[src/rtl/timerPkg.sv]
package timerPkg;
  localparam int AddrWidth = 3;

  localparam logic [AddrWidth-1:0] RegCtrl      = 3'd0;
  localparam logic [AddrWidth-1:0] RegIrqEn     = 3'd1;
  localparam logic [AddrWidth-1:0] RegPresc     = 3'd2;
  localparam logic [AddrWidth-1:0] RegMatch     = 3'd3;
  localparam logic [AddrWidth-1:0] RegCount     = 3'd4;
  localparam logic [AddrWidth-1:0] RegStatus    = 3'd5;

  localparam int CtrlRunBit  = 0;
  localparam int CtrlZeroBit = 1;
  localparam int CtrlDbgBit  = 2;

  // strobes from control to datapath, valid for the coming edge
  typedef struct packed {
    logic step;   // timer clock enabled and allowed to count
    logic zero;   // clear counter and prescaler
  } dpStrobe_t;
endpackage

[src/rtl/tmrControl.sv]
module tmrControl
  import timerPkg::*;
#(
  parameter int DataWidth = 32,
  parameter int PreWidth  = 32,
  parameter int CntWidth  = 32
) (
  input  logic                 clk,
  input  logic                 rstN,
  input  logic                 clkEn,
  input  logic                 dbgActive,
  input  logic                 wrEn,
  input  logic [AddrWidth-1:0] addr,
  input  logic [DataWidth-1:0] wrData,
  input  logic                 hit,
  input  logic [CntWidth-1:0]  cntVal,
  output dpStrobe_t            strobe,
  output logic [PreWidth-1:0]  prescVal,
  output logic [DataWidth-1:0] matchVal,
  output logic                 statFlag,
  output logic                 irqEn,
  output logic [DataWidth-1:0] rdData
);
  logic runEn, zeroEn, dbgEn;
  logic wrCtrl, wrIrqEn, wrPresc, wrMatch, wrStatus;

  always_comb begin
    wrCtrl   = wrEn && (addr == RegCtrl);
    wrIrqEn  = wrEn && (addr == RegIrqEn);
    wrPresc  = wrEn && (addr == RegPresc);
    wrMatch  = wrEn && (addr == RegMatch);
    wrStatus = wrEn && (addr == RegStatus);
  end

  always_ff @(posedge clk or negedge rstN) begin
    if (!rstN) begin
      runEn    <= 1'b0;
      zeroEn   <= 1'b0;
      dbgEn    <= 1'b0;
      irqEn    <= 1'b0;
      prescVal <= '0;
      matchVal <= '0;
      statFlag <= 1'b0;
    end else begin
      if (wrCtrl) begin
        runEn  <= wrData[CtrlRunBit];
        zeroEn <= wrData[CtrlZeroBit];
        dbgEn  <= wrData[CtrlDbgBit];
      end
      if (wrIrqEn) irqEn    <= wrData[0];
      if (wrPresc) prescVal <= wrData[PreWidth-1:0];
      if (wrMatch) matchVal <= wrData;
      // a compare event outranks a simultaneous clear
      if (hit)                         statFlag <= 1'b1;
      else if (wrStatus && wrData[0])  statFlag <= 1'b0;
    end
  end

  always_comb begin
    strobe.zero = clkEn && zeroEn;
    strobe.step = clkEn && runEn && !zeroEn && !(dbgEn && dbgActive);
  end

  always_comb begin
    rdData = '0;
    unique case (addr)
      RegCtrl: begin
        rdData[CtrlRunBit]  = runEn;
        rdData[CtrlZeroBit] = zeroEn;
        rdData[CtrlDbgBit]  = dbgEn;
      end
      RegIrqEn:  rdData[0] = irqEn;
      RegPresc:  rdData    = DataWidth'(prescVal);
      RegMatch:  rdData    = matchVal;
      RegCount:  rdData    = DataWidth'(cntVal);
      RegStatus: rdData[0] = statFlag;
      default:   rdData    = '0;
    endcase
  end
endmodule

[src/rtl/tmrDatapath.sv]
module tmrDatapath
  import timerPkg::*;
#(
  parameter int DataWidth = 32,
  parameter int PreWidth  = 32,
  parameter int CntWidth  = 32
) (
  input  logic                 clk,
  input  logic                 rstN,
  input  dpStrobe_t            strobe,
  input  logic [PreWidth-1:0]  prescVal,
  input  logic [DataWidth-1:0] matchVal,
  output logic [CntWidth-1:0]  cntVal,
  output logic                 hit
);
  logic [PreWidth-1:0] preQ;
  logic [CntWidth-1:0] cntNext;
  logic                preDone;
  logic                advance;

  always_comb begin
    // >= keeps a lowered limit from running the prescaler through its full range
    preDone = (preQ >= prescVal);
    advance = strobe.step && preDone;
    cntNext = cntVal + CntWidth'(1);
    hit     = advance && (cntNext == matchVal[CntWidth-1:0]);
  end

  always_ff @(posedge clk or negedge rstN) begin
    if (!rstN) begin
      preQ   <= '0;
      cntVal <= '0;
    end else if (strobe.zero) begin
      preQ   <= '0;
      cntVal <= '0;
    end else if (strobe.step) begin
      if (preDone) begin
        preQ   <= '0;
        cntVal <= cntNext;
      end else begin
        preQ   <= preQ + PreWidth'(1);
      end
    end
  end
endmodule

[src/rtl/matchTimer.sv]
module matchTimer
  import timerPkg::*;
#(
  parameter int DataWidth = 32,
  parameter int PreWidth  = 32,
  parameter int CntWidth  = 32
) (
  input  logic                 clk,
  input  logic                 rstN,
  input  logic                 clkEn,
  input  logic                 dbgActive,
  input  logic                 wrEn,
  input  logic [2:0]           addr,
  input  logic [DataWidth-1:0] wrData,
  output logic [DataWidth-1:0] rdData,
  output logic                 irq
);
  dpStrobe_t             strobeS;
  logic [PreWidth-1:0]   prescVal;
  logic [DataWidth-1:0]  matchVal;
  logic [CntWidth-1:0]   cntVal;
  logic                  hit;
  logic                  statFlag;
  logic                  irqEn;

  tmrControl #(.DataWidth(DataWidth), .PreWidth(PreWidth), .CntWidth(CntWidth)) uCtrl (
    .clk(clk), .rstN(rstN), .clkEn(clkEn), .dbgActive(dbgActive),
    .wrEn(wrEn), .addr(addr), .wrData(wrData),
    .hit(hit), .cntVal(cntVal),
    .strobe(strobeS), .prescVal(prescVal), .matchVal(matchVal),
    .statFlag(statFlag), .irqEn(irqEn), .rdData(rdData)
  );

  tmrDatapath #(.DataWidth(DataWidth), .PreWidth(PreWidth), .CntWidth(CntWidth)) uDp (
    .clk(clk), .rstN(rstN), .strobe(strobeS),
    .prescVal(prescVal), .matchVal(matchVal),
    .cntVal(cntVal), .hit(hit)
  );

  assign irq = statFlag && irqEn;
endmodule

[config.mk]
export PLATFORM = sky130hd
export DESIGN_NAME = matchTimer
export DESIGN_NICKNAME = d
export VERILOG_FILES = /design/src/rtl/timerPkg.sv /design/src/rtl/tmrControl.sv /design/src/rtl/tmrDatapath.sv /design/src/rtl/matchTimer.sv
export SDC_FILE = /design/constraint.sdc
export NUM_CORES = 1
export LEC_CHECK = 0
export BUFFER_PORTS_ARGS = -buffer_cell sky130_fd_sc_hd__buf_4
export CAP_MARGIN = 20
export CORE_MARGIN = 3
export CORE_UTILIZATION = 29
export CTS_CLUSTER_SIZE = 12
export DETAILED_ROUTE_END_ITERATION = 7
export GPL_ROUTABILITY_DRIVEN = 0
export GPL_TIMING_DRIVEN = 0
export PLACE_DENSITY = 0.47
export SLEW_MARGIN = 5
export SYNTH_ARGS = -nofsm -noshare
export SYNTH_HDL_FRONTEND = slang
export SYNTH_HIERARCHICAL = 1
export SYNTH_SLANG_ARGS = --single-unit
[constraint.sdc]
create_clock -name clk -period 3 [get_ports clk]
set_input_delay 0.15 -clock clk [delete_from_list [all_inputs] [get_ports clk]]
set_output_delay 0.15 -clock clk [all_outputs]
set_load 0.01 [all_outputs]
# Yosys cells after proc, flatten, opt, wreduce, memory -nomap -nowiden
# Index checks and enable logic that the tools add are counted.
[op_classes]
reduce_logical = 21
mux = 11
n_lt_le_gt_ge = 1
n_eq_ne = 6
addsub = 2
[ops]
columns = ["cell", "count"]
rows = [
  ["32-bit 2-to-1 mux", 6],
  ["29-bit case mux with 3 select lines", 1],
  ["32-bit by 1-bit adder with 32-bit output (second input constant)", 2],
  ["32-bit equality test", 1],
  ["32-bit >= comparator", 1],
  ["1-bit logical AND", 14],
  ["2-bit case mux with 4 select lines", 1],
  ["3-bit by 2-bit equality test with 1-bit output (second input constant)", 2],
  ["3-bit equality test (second input constant)", 2],
  ["1-bit case mux with 6 select lines", 1],
  ["2-bit nonzero test", 3],
  ["3-bit by 1-bit equality test with 1-bit output (second input constant)", 1],
  ["3-bit zero test", 1],
  ["1-bit zero test", 2],
  ["1-bit 2-to-1 mux", 2],
  ["2-bit AND reduction", 1],
]
[word_totals]
input_bits = 40
elab_cells = 50
output_inout_bits = 33
reg_bits = 133

# Depth between registers and ports, before layout
# Gate-level depths: netlist of run 1.
[depth]
depth_word = 6
ltp_mapped = 11
ltp_nobuf = 10

# Cells and area by module
# The synthesis of run 1 kept the hierarchy.
[by_module_without_submodules]
columns = ["module", "cells_each", "instances", "area_each_um2", "seq_area_each_um2"]
rows = [
  ["tmrDatapath", 644, 1, 5456.5, 1601.5],
  ["tmrControl", 273, 1, 3507.1, 1726.7],
  ["matchTimer", 1, 1, 6.3, 0.0],
]

# Worst setup path before layout of run 1
# Ideal clock, no wire load.
[synth_path]
kind = "register to register"
start = "register uDp.preQ[0]"
end = "register uDp.preQ[16]"
period_less_slack_ns = 2.632
required_ns = 2.917
slack_ns = 0.368
stages_incl_launch_ff = 11
arrival_ns = 2.550
setup_ns = 0.083
path_buffers = 1
cell_sequence = "dfrtp_1 > inv_1 > ha_1 > nand2b_1 > a2111oi_0 > nand3b_1 > a31oi_1 > nor4b_2 > clkbuf_1 > nand2_1 > o21ai_0"
[synth_between]
elab_chain_len = 4
elab_cells_between_ends = 5
cone_classes = "1 x add/sub; 1 x order compare; 3 x mux"
[synth_lines]
columns = ["item", "line_no", "source"]
rows = [
  ["start, declared", "tmrDatapath.sv:16", "logic [PreWidth-1:0] preQ;"],
  ["start signal, assigned", "tmrDatapath.sv:41", "preQ <= preQ + PreWidth'(1);"],
  ["32-bit by 1-bit adder with 32-bit output / 32-bit >= comparator (equally long branches)", "tmrDatapath.sv:41, tmrDatapath.sv:23", ""],
  ["32-bit 2-to-1 mux *", "tmrDatapath.sv:37", "if (preDone) begin"],
  ["32-bit 2-to-1 mux *", "tmrDatapath.sv:36", "end else if (strobe.step) begin"],
  ["32-bit 2-to-1 mux *", "tmrDatapath.sv:33", "end else if (strobe.zero) begin"],
]
# Every way passes the cells marked *; elsewhere a longest branch is shown, timed or not. The select of a mux whose other input is x is not followed.
# A chain may end at the register's enable or synchronous reset.

# Final worst setup path of run 1
[layout_path]
start = "register uDp.preQ[27]"
end = "register uCtrl.statFlag"
[layout_between]
elab_chain_len = 4
elab_cells_between_ends = 5
cone_classes = "1 x order compare; 1 x mux; 3 x reduce/logical"
[layout_lines]
columns = ["item", "line_no", "source"]
rows = [
  ["32-bit >= comparator *", "tmrDatapath.sv:23", "preDone = (preQ >= prescVal);"],
  ["1-bit logical AND *", "tmrDatapath.sv:24", "advance = strobe.step && preDone;"],
  ["1-bit logical AND *", "tmrDatapath.sv:26", "hit = advance && (cntNext == matchVal[CntWidth-1:0]);"],
  ["named net hit", "matchTimer.sv:22", "logic hit;"],
  ["1-bit 2-to-1 mux / 2-bit nonzero test (equally long branches)", "--", ""],
  ["end signal, assigned", "tmrControl.sv:43", "statFlag <= 1'b0;"],
  ["end signal, assigned", "tmrControl.sv:54", "if (hit) statFlag <= 1'b1;"],
  ["end signal, assigned", "tmrControl.sv:55", "else if (wrStatus && wrData[0]) statFlag <= 1'b0;"],
  ["end, declared", "tmrControl.sv:20", "output logic statFlag,"],
]
# Mark *: on every way through the listed nets, which the timed path passes. The rest lies on a longest branch.

==> results of run 1 <==
[power groups by stage]
stage | combinational (mW) | sequential, mW | clock (mW)
final | 1.26 | 2.29 | 2.24
after global routing | 1.37 | 2.33 | 2.37
after CTS | 1.25 | 2.29 | 2.29
after detailed placement | 1.19 | 2.32 | 0
after global placement | 1.17 | 2.32 | 0
after floorplan | 0.819 | 2.20 | 0
[flip-flops by register name, summed over array words and instances, names as in the netlist]
register / cells
uDp/preQ: 32
uCtrl/zeroEn: 1
uDp/cntVal: 32
uCtrl/matchVal: 32
uCtrl/dbgEn: 1
uCtrl/irqEn: 1
uCtrl/prescVal: 32
uCtrl/runEn: 1
uCtrl/statFlag: 1
[path summary, 6_finish.rpt]
path / end / slack (ns) / depth (start not counted)
max: uCtrl/statFlag / 0.03 / 12
min: uCtrl/prescVal[0] / 0.02 / 2
max reg2reg: uCtrl/statFlag / 0.03 / 12
min reg2reg: uDp/preQ[31] / 0.50 / 1
max in group asynchronous: uDp/preQ[25] / 1.91 / 3
min in group asynchronous: uDp/cntVal[21] / 0.25 / 2
[cell usage after synthesis, types with 6 or more instances]
cell type / n / area share (%)
clkbuf_1: 25 / 1.0
nand3_1: 30 / 1.7
nand4_1: 26 / 1.8
mux2_4: 30 / 5.0
nor2b_1: 6 / 0.42
nand3b_1: 8 / 0.67
dfrtp_1: 133 / 37
buf_2: 8 / 0.45
and3_1: 8 / 0.56
mux2_2: 36 / 4.5
ha_1: 34 / 4.7
nor3_1: 16 / 0.89
or3_1: 6 / 0.42
a21o_1: 9 / 0.75
o211ai_1: 22 / 1.8
and2_1: 10 / 0.70
nand2b_1: 6 / 0.42
buf_6: 8 / 1.0
a21oi_1: 20 / 1.1
xor2_1: 39 / 3.8
o31ai_1: 7 / 0.59
nor2_1: 54 / 2.3
nand2_1: 79 / 3.3
a22o_1: 8 / 0.78
xnor2_1: 27 / 2.6
inv_1: 47 / 2.0
o21ai_0: 57 / 3.2
a31oi_1: 8 / 0.56
buf_4: 8 / 0.67
nor4_1: 15 / 1.0
mux2i_1: 39 / 4.4
[cells in the final DEF (no fill, tap or decap), types with 8 or more instances in the layout]
master           n
nand4_1         26
clkbuf_16       17
nor4_1          13
ha_1            33
xor2_1          39
dfrtp_1        121
mux2i_1         39
and2_1          10
a22o_1           8
dfrtp_2         12
a21oi_1         20
nand2_1         79
dlygate4sd3_1   32
o211ai_1        22
and3_1           8
nand3_1         30
buf_6           11
nor3_1          15
mux2_2          36
nor2_1          54
mux2_4          30
xnor2_1         27
nand3b_1         8
o21ai_0         56
clkbuf_1        19
a21o_1           9
buf_2            9
buf_4          100
inv_1           46
[logic make-up after synthesis]
group                      after synthesis  synth area share (%)
buffers and inverters                  101                  5.80
muxes                                  110                  14.5
adders and majority gates               35                  4.85
and+or+nand+nor                        298                  18.5
AOI/OAI and AO/OA                      175                  12.8
xor gates and xnor gates                66                  6.44
DFF                                    133                  37.1
[metrics by stage]
stage                     util (%)  setup slack [ns]  hold WS, ns
after floorplan                  -             0.368       -0.146
after global placement        33.2             -1.16        0.387
after detailed placement      33.4            -0.716        0.131
after CTS                     37.0          0.000420      0.00729
after global routing          37.5           -0.0881       0.0131
final                         37.5            0.0254       0.0178
[critical path: stages (launching register included)]
cell and delay [ns]:
dfrtp_2 0.44, ha_1 0.31, nand4_1 0.12, buf_4 0.17
nor4_4 0.35, inv_2 0.08, a31oi_4 0.16, buf_6 0.16
o21ai_1 0.14, buf_6 0.21, nand4b_1 0.23, nor4_4 0.39
a21o_1 0.13
[repair_timing]
action                     CTS  global route
hold endpoints to repair   108             0
setup endpoints to repair   59            47
pin swaps                    8            10
buffers inserted             7            16
hold buffers                32             0
gates resized for setup     21            29
[final cells by class]
class	instances	area, um2	area share (%)
flip-flops and latches	133	3340	29.7
multi-input cells	684	5230	46.4
clock inverters	9	153	1.35
clock buffers	21	460	4.09
repair buffers	128	1070	9.54
inverters	47	176	1.57
well taps	390	488	4.33
plain buffers	52	349	3.10
[metal layers]
metal / global-route usage (%) / part of all wire [%]
met5: 0 / 0
met4: 6.58 / 2.8
met3: 2.18 / 2.9
met2: 28.2 / 47
met1: 24.3 / 47
==> results_dict.tcl, run 1 <==
set metrics [dict create \
    outcome "finished, final reports clean" \
    setup_tns_ns 0 \
    grt_pass1_wl_mm 45.1 \
    ir_worst_vdd_uv 431 \
    drc_errors 0 \
    antenna_left 0 \
    ys_types 71 \
    cap_violations 0 \
    cts_buffers 17 \
    maxSlewHeadroom_pct 41.3 \
    max_freq_ghz 0.336 \
    placedCellCount 1381 \
    dieArea_mm2 0.0331 \
    worstHoldPathType "in2reg" \
    drive_gt1_share_pct 25.3 \
    cp-end-kind "register" \
    clockBufferDepth 2 \
    cts.sinks 133 \
    p_total_mw 5.79 \
    p_comb_share_pct 21.7 \
    area_growth_syn_to_layout_pct 25.7 \
    dr.pass1.iters 5 \
    synth-edff-count 0 \
    r2r_start "uDp/preQ[27]" \
    finalHoldViolations 0 \
    worst_pin_slew_ns 0.881 \
    io_buffer_count 69 \
    p_sw_share_pct 29.8 \
    layout.nets 1137 \
    antenna_found_initial 1 \
    seq_area_frac_synth_pct 37.1 \
    grt_max_degree 88 \
    syn_nets 992 \
    placed_cell_area_mm2 0.0100 \
    fin_crit_ns 2.97 \
    fp-row-count 63 \
    critical_path.startpoint_type "register" \
    fin_cells 1464 \
    worstPathMaxFanout 6 \
    num_vias 7517 \
    synthFlopType "dfrtp_1" \
    routed_wl_mm 29.1 \
    start_util_pct 29.9 \
    drtIter0Drc 497 \
    gr-total-overflow 0 \
    grt_setup_unrepaired "true" \
    coreArea_mm2 0.0300 \
    cts_tree "built" \
    root_buffer "clkbuf_16" \
    ys_seq_elements 133 \
    die-height_um 182 \
    clkTransAtPathRegs_ns 0.06 \
    crit_arrival_ns 3.33 \
    ys_warn_count 6 \
    htreeDepth 4 \
    avgSynthCellArea_um2 9.77 \
    intPower_mw 4.06 \
    die-width_um 182 \
    viasPerCell 5.13 \
    p_seq_share_pct 39.6 \
    crit_type "reg2reg" \
    cp-startpoint "uDp/preQ[27]" \
    p_per_area_mw_per_mm2 514 \
    grtUsageTotal_pct 17.6 \
    post-route-period-util_pct 99.2 \
    cp.required_ns 3.36 \
    clock_power_share_pct 38.7 \
    clock_skew_ns 0.0146 \
    synth-async-reset-ratio_pct 100 \
    design_area_mm2 0.0113 \
    clk_latency_ns 0.42 \
    slew_violations 0 \
    fill_cells 3026 \
    finalSetupViolCount 0 \
    synthCells 918 \
    avgRoutedWirePerCell_um 19.9 \
    p_sw_mw 1.72 \
    grt_pass1_vias 7449 \
    p_leak_nw 5.09 \
    hpwlAfterDp_mm 21.9 \
    synthesis.area_mm2 0.00897 \
    diodes 0 \
    min_from "wrData[0]" \
    ios 73 \
]
Note: power is estimated with default switching activity, not from simulation.
==> inputs of run 2 (changes only) <==
Settings changed: SYNTH_HIERARCHICAL 1 to not set.
Clock period 3 ns to 3.1 ns, I/O delays scaled along.
==> run 2 against run 1 <==
Effect of this change: wire length increased by 3.7%; area after synthesis decreased by 3.8%; setup slack better by 0.15 ns; global-route usage is 1.6 points higher; count of clock-buffer cells in the layout unchanged; sequential share of layout area rose by 1.5 points; critical path depth down 3.
==> results_dict.tcl, run 2 <==
set metrics [dict create \
    outcome "finished, final reports clean" \
    design_area_mm2 0.0107 \
    grt_max_degree 86 \
    drive_gt1_share_pct 16.6 \
    synth-edff-count 0 \
    max_freq_ghz 0.342 \
    p_per_area_mw_per_mm2 516 \
    crit_type "reg2reg" \
    worstHoldPathType "in2reg" \
    reg2reg_depth 9 \
    p_leak_nw 4.65 \
    clock_skew_ns 0.00939 \
    grtUsageTotal_pct 19.2 \
    ys_types 65 \
    synthCells 962 \
    rrSetupSlack_ns 0.18 \
    regArea_mm2 0.00333 \
    grt_setup_unrepaired "true" \
    met3_length_mm 1.14 \
    fin_crit_ns 2.92 \
    fill_cells 3007 \
    cts.sinks 133 \
    cts_tree "built" \
    finalSetupViolCount 0 \
    seq_area_frac_synth_pct 38.6 \
    coreArea_mm2 0.0290 \
    final_cell_mix "133 x dfrtp_1, 121 x nand2_1, 92 x o21ai_0" \
    clk_latency_ns 0.43 \
    start_util_pct 29.7 \
    drc_errors 0 \
    htreeDepth 4 \
    synth-async-reset-ratio_pct 100 \
    worstPathMaxFanout 10 \
    wl_met2_mm 14.3 \
    ios 73 \
    dr.pass1.iters 4 \
    crit_arrival_ns 3.23 \
    min_from "addr[2]" \
    dieArea_mm2 0.0319 \
    synth_common_cells "133 x dfrtp_1, 121 x nand2_1, 96 x o21ai_0" \
    grt_pass1_wl_mm 46.2 \
    post-place-ws_ns -0.818 \
    viasPerCell 5.20 \
    post-route-period-util_pct 94.2 \
    area_growth_syn_to_layout_pct 23.7 \
    cp.required_ns 3.40 \
    layout.nets 1166 \
    layout_commonest_cell "dfrtp_1" \
    multi_input_area_mm2 0.00496 \
    hpwlAfterDp_mm 22.9 \
    yosysTopAreaCell "dfrtp_1" \
    synth.most_common_cell "dfrtp_1" \
    gr-total-overflow 0 \
    worst_pin_slew_ns 0.888 \
    die-height_um 179 \
    min_to "uCtrl.irqEn" \
    ys_warn_count 0 \
    top_layer "met4" \
    clockBufferDepth 2 \
    finalHoldViolations 0 \
    antenna_found_initial 0 \
    fp-row-count 62 \
    synthTopCellsByArea "dfrtp_1 39%, o21ai_0 5.6%, mux2i_1 5.5%" \
    fin_cells 1490 \
    avgRoutedWirePerCell_um 20.3 \
    antenna_left 0 \
    placed_cell_area_mm2 0.00967 \
    cap_violations 0 \
    cp-end-kind "register" \
    drtIter0Drc 480 \
    critical_path.startpoint_type "register" \
    met1Wirelength_mm 14.0 \
    syn_nets 1036 \
    synthesis.area_mm2 0.00863 \
    synth_top_area_share_pct 38.6 \
    io_buffer_count 70 \
    avgSynthCellArea_um2 8.97 \
    ys_seq_elements 133 \
    die-width_um 179 \
    synthFlopType "dfrtp_1" \
    r2r_end "uDp.preQ[14]" \
    setup_tns_ns 0 \
    ir_worst_vdd_uv 283 \
    finalWorstSetupSlack_ns 0.180 \
    p_total_mw 5.51 \
    r2r_start "uDp.preQ[27]" \
    placedCellCount 1417 \
    routed_wl_mm 30.2 \
    cts_buffers 17 \
    slew_violations 0 \
    num_vias 7741 \
    clkTransAtPathRegs_ns 0.06 \
    grt_pass1_vias 7595 \
    min_path_cells 3 \
    root_buffer "clkbuf_16" \
    maxSlewHeadroom_pct 40.8 \
]
[run 2: changes by cell type after synthesis, moves of 9 or more]
cell,previous run,this run
o21ai_0,57,96
a21oi_1,20,36
xnor2_1,27,36
o211ai_1,22,12
nand3_1,30,41
nand2_1,79,121
mux2_4,30,0
clkbuf_1,25,38
[run 2: how the worst max path moves through the flow]
stage | startpoint | to | slack, ns | cells past startpoint
4_1_cts | uDp.preQ[14] | uDp.preQ[26] | -0.02 | 9
3_3_place_gp | uDp.preQ[29] | uDp.preQ[19] | -0.83 | 8
2_1_floorplan | uDp.preQ[14] | uDp.cntVal[21] | 0.67 | 9
6_report | uDp.preQ[27] | uDp.preQ[14] | 0.18 | 9
5_1_grt | uDp.preQ[29] | uDp.cntVal[24] | -0.01 | 10
3_5_place_dp | uDp.preQ[29] | uDp.preQ[15] | -0.82 | 8
[run 2: metrics by stage]
step	utilization, %	hold slack [ns]
2_1_floorplan	-	-0.141
3_3_place_gp	33.2	0.373
3_5_place_dp	33.3	0.143
4_1_cts	36.5	0.135
5_1_grt	36.8	0.166
6_report	36.8	0.151
[run 2: what timing repair did]
item | CTS | global route
endpoints found under the hold margin | 113 | 0
hold buffers | 33 | 0
endpoints found under the setup margin | 60 | 41
resized for setup | 5 | 22
pin swaps | 1 | 5
setup buffers | 2 | 5
[run 2: worst max-delay path: stages (launching register included)]
cell	delay (ns)
dfrtp_1	0.46
ha_1	0.32
and2_0	0.15
nand4_1	0.24
a211oi_2	0.38
o31a_1	0.36
nor2_4	0.16
a21oi_4	0.31
buf_2	0.33
nor2_1	0.09
[run 2: routing by layer]
metal,up-vias,track usage [%]
met3,47,2.47
li1,3711,-
met1,3790,26.6
met4,0,6.10
met2,193,31.1
met5,-,0
[run 2: layout make-up]
type,instances,share of cell area (%)
clock buffer,21,4.22
timing repair buffer,111,8.80
sequential,133,31.2
inverter,48,1.69
clock inverter,11,0.938
tap,384,4.50
buffer,53,2.20
antenna,1,0.0234
multi-input combinational,728,46.4
[run 2: power breakdown]
group | switching (mW) | total, mW | internal, mW
Clock | 0.833 | 1.96 | 1.13
Combinational | 0.752 | 1.31 | 0.555
Sequential | 0.260 | 2.24 | 1.98
[run 2: logic make-up after synthesis]
logic type,count (synthesis),share of synthesized area [%]
and+or+nand+nor,333,19.6
xor gates and xnor gates,67,6.80
buffers and inverters,101,4.67
DFF,133,38.6
adders and majority gates,34,4.93
AOI/OAI and AO/OA,208,14.9
muxes,86,10.5
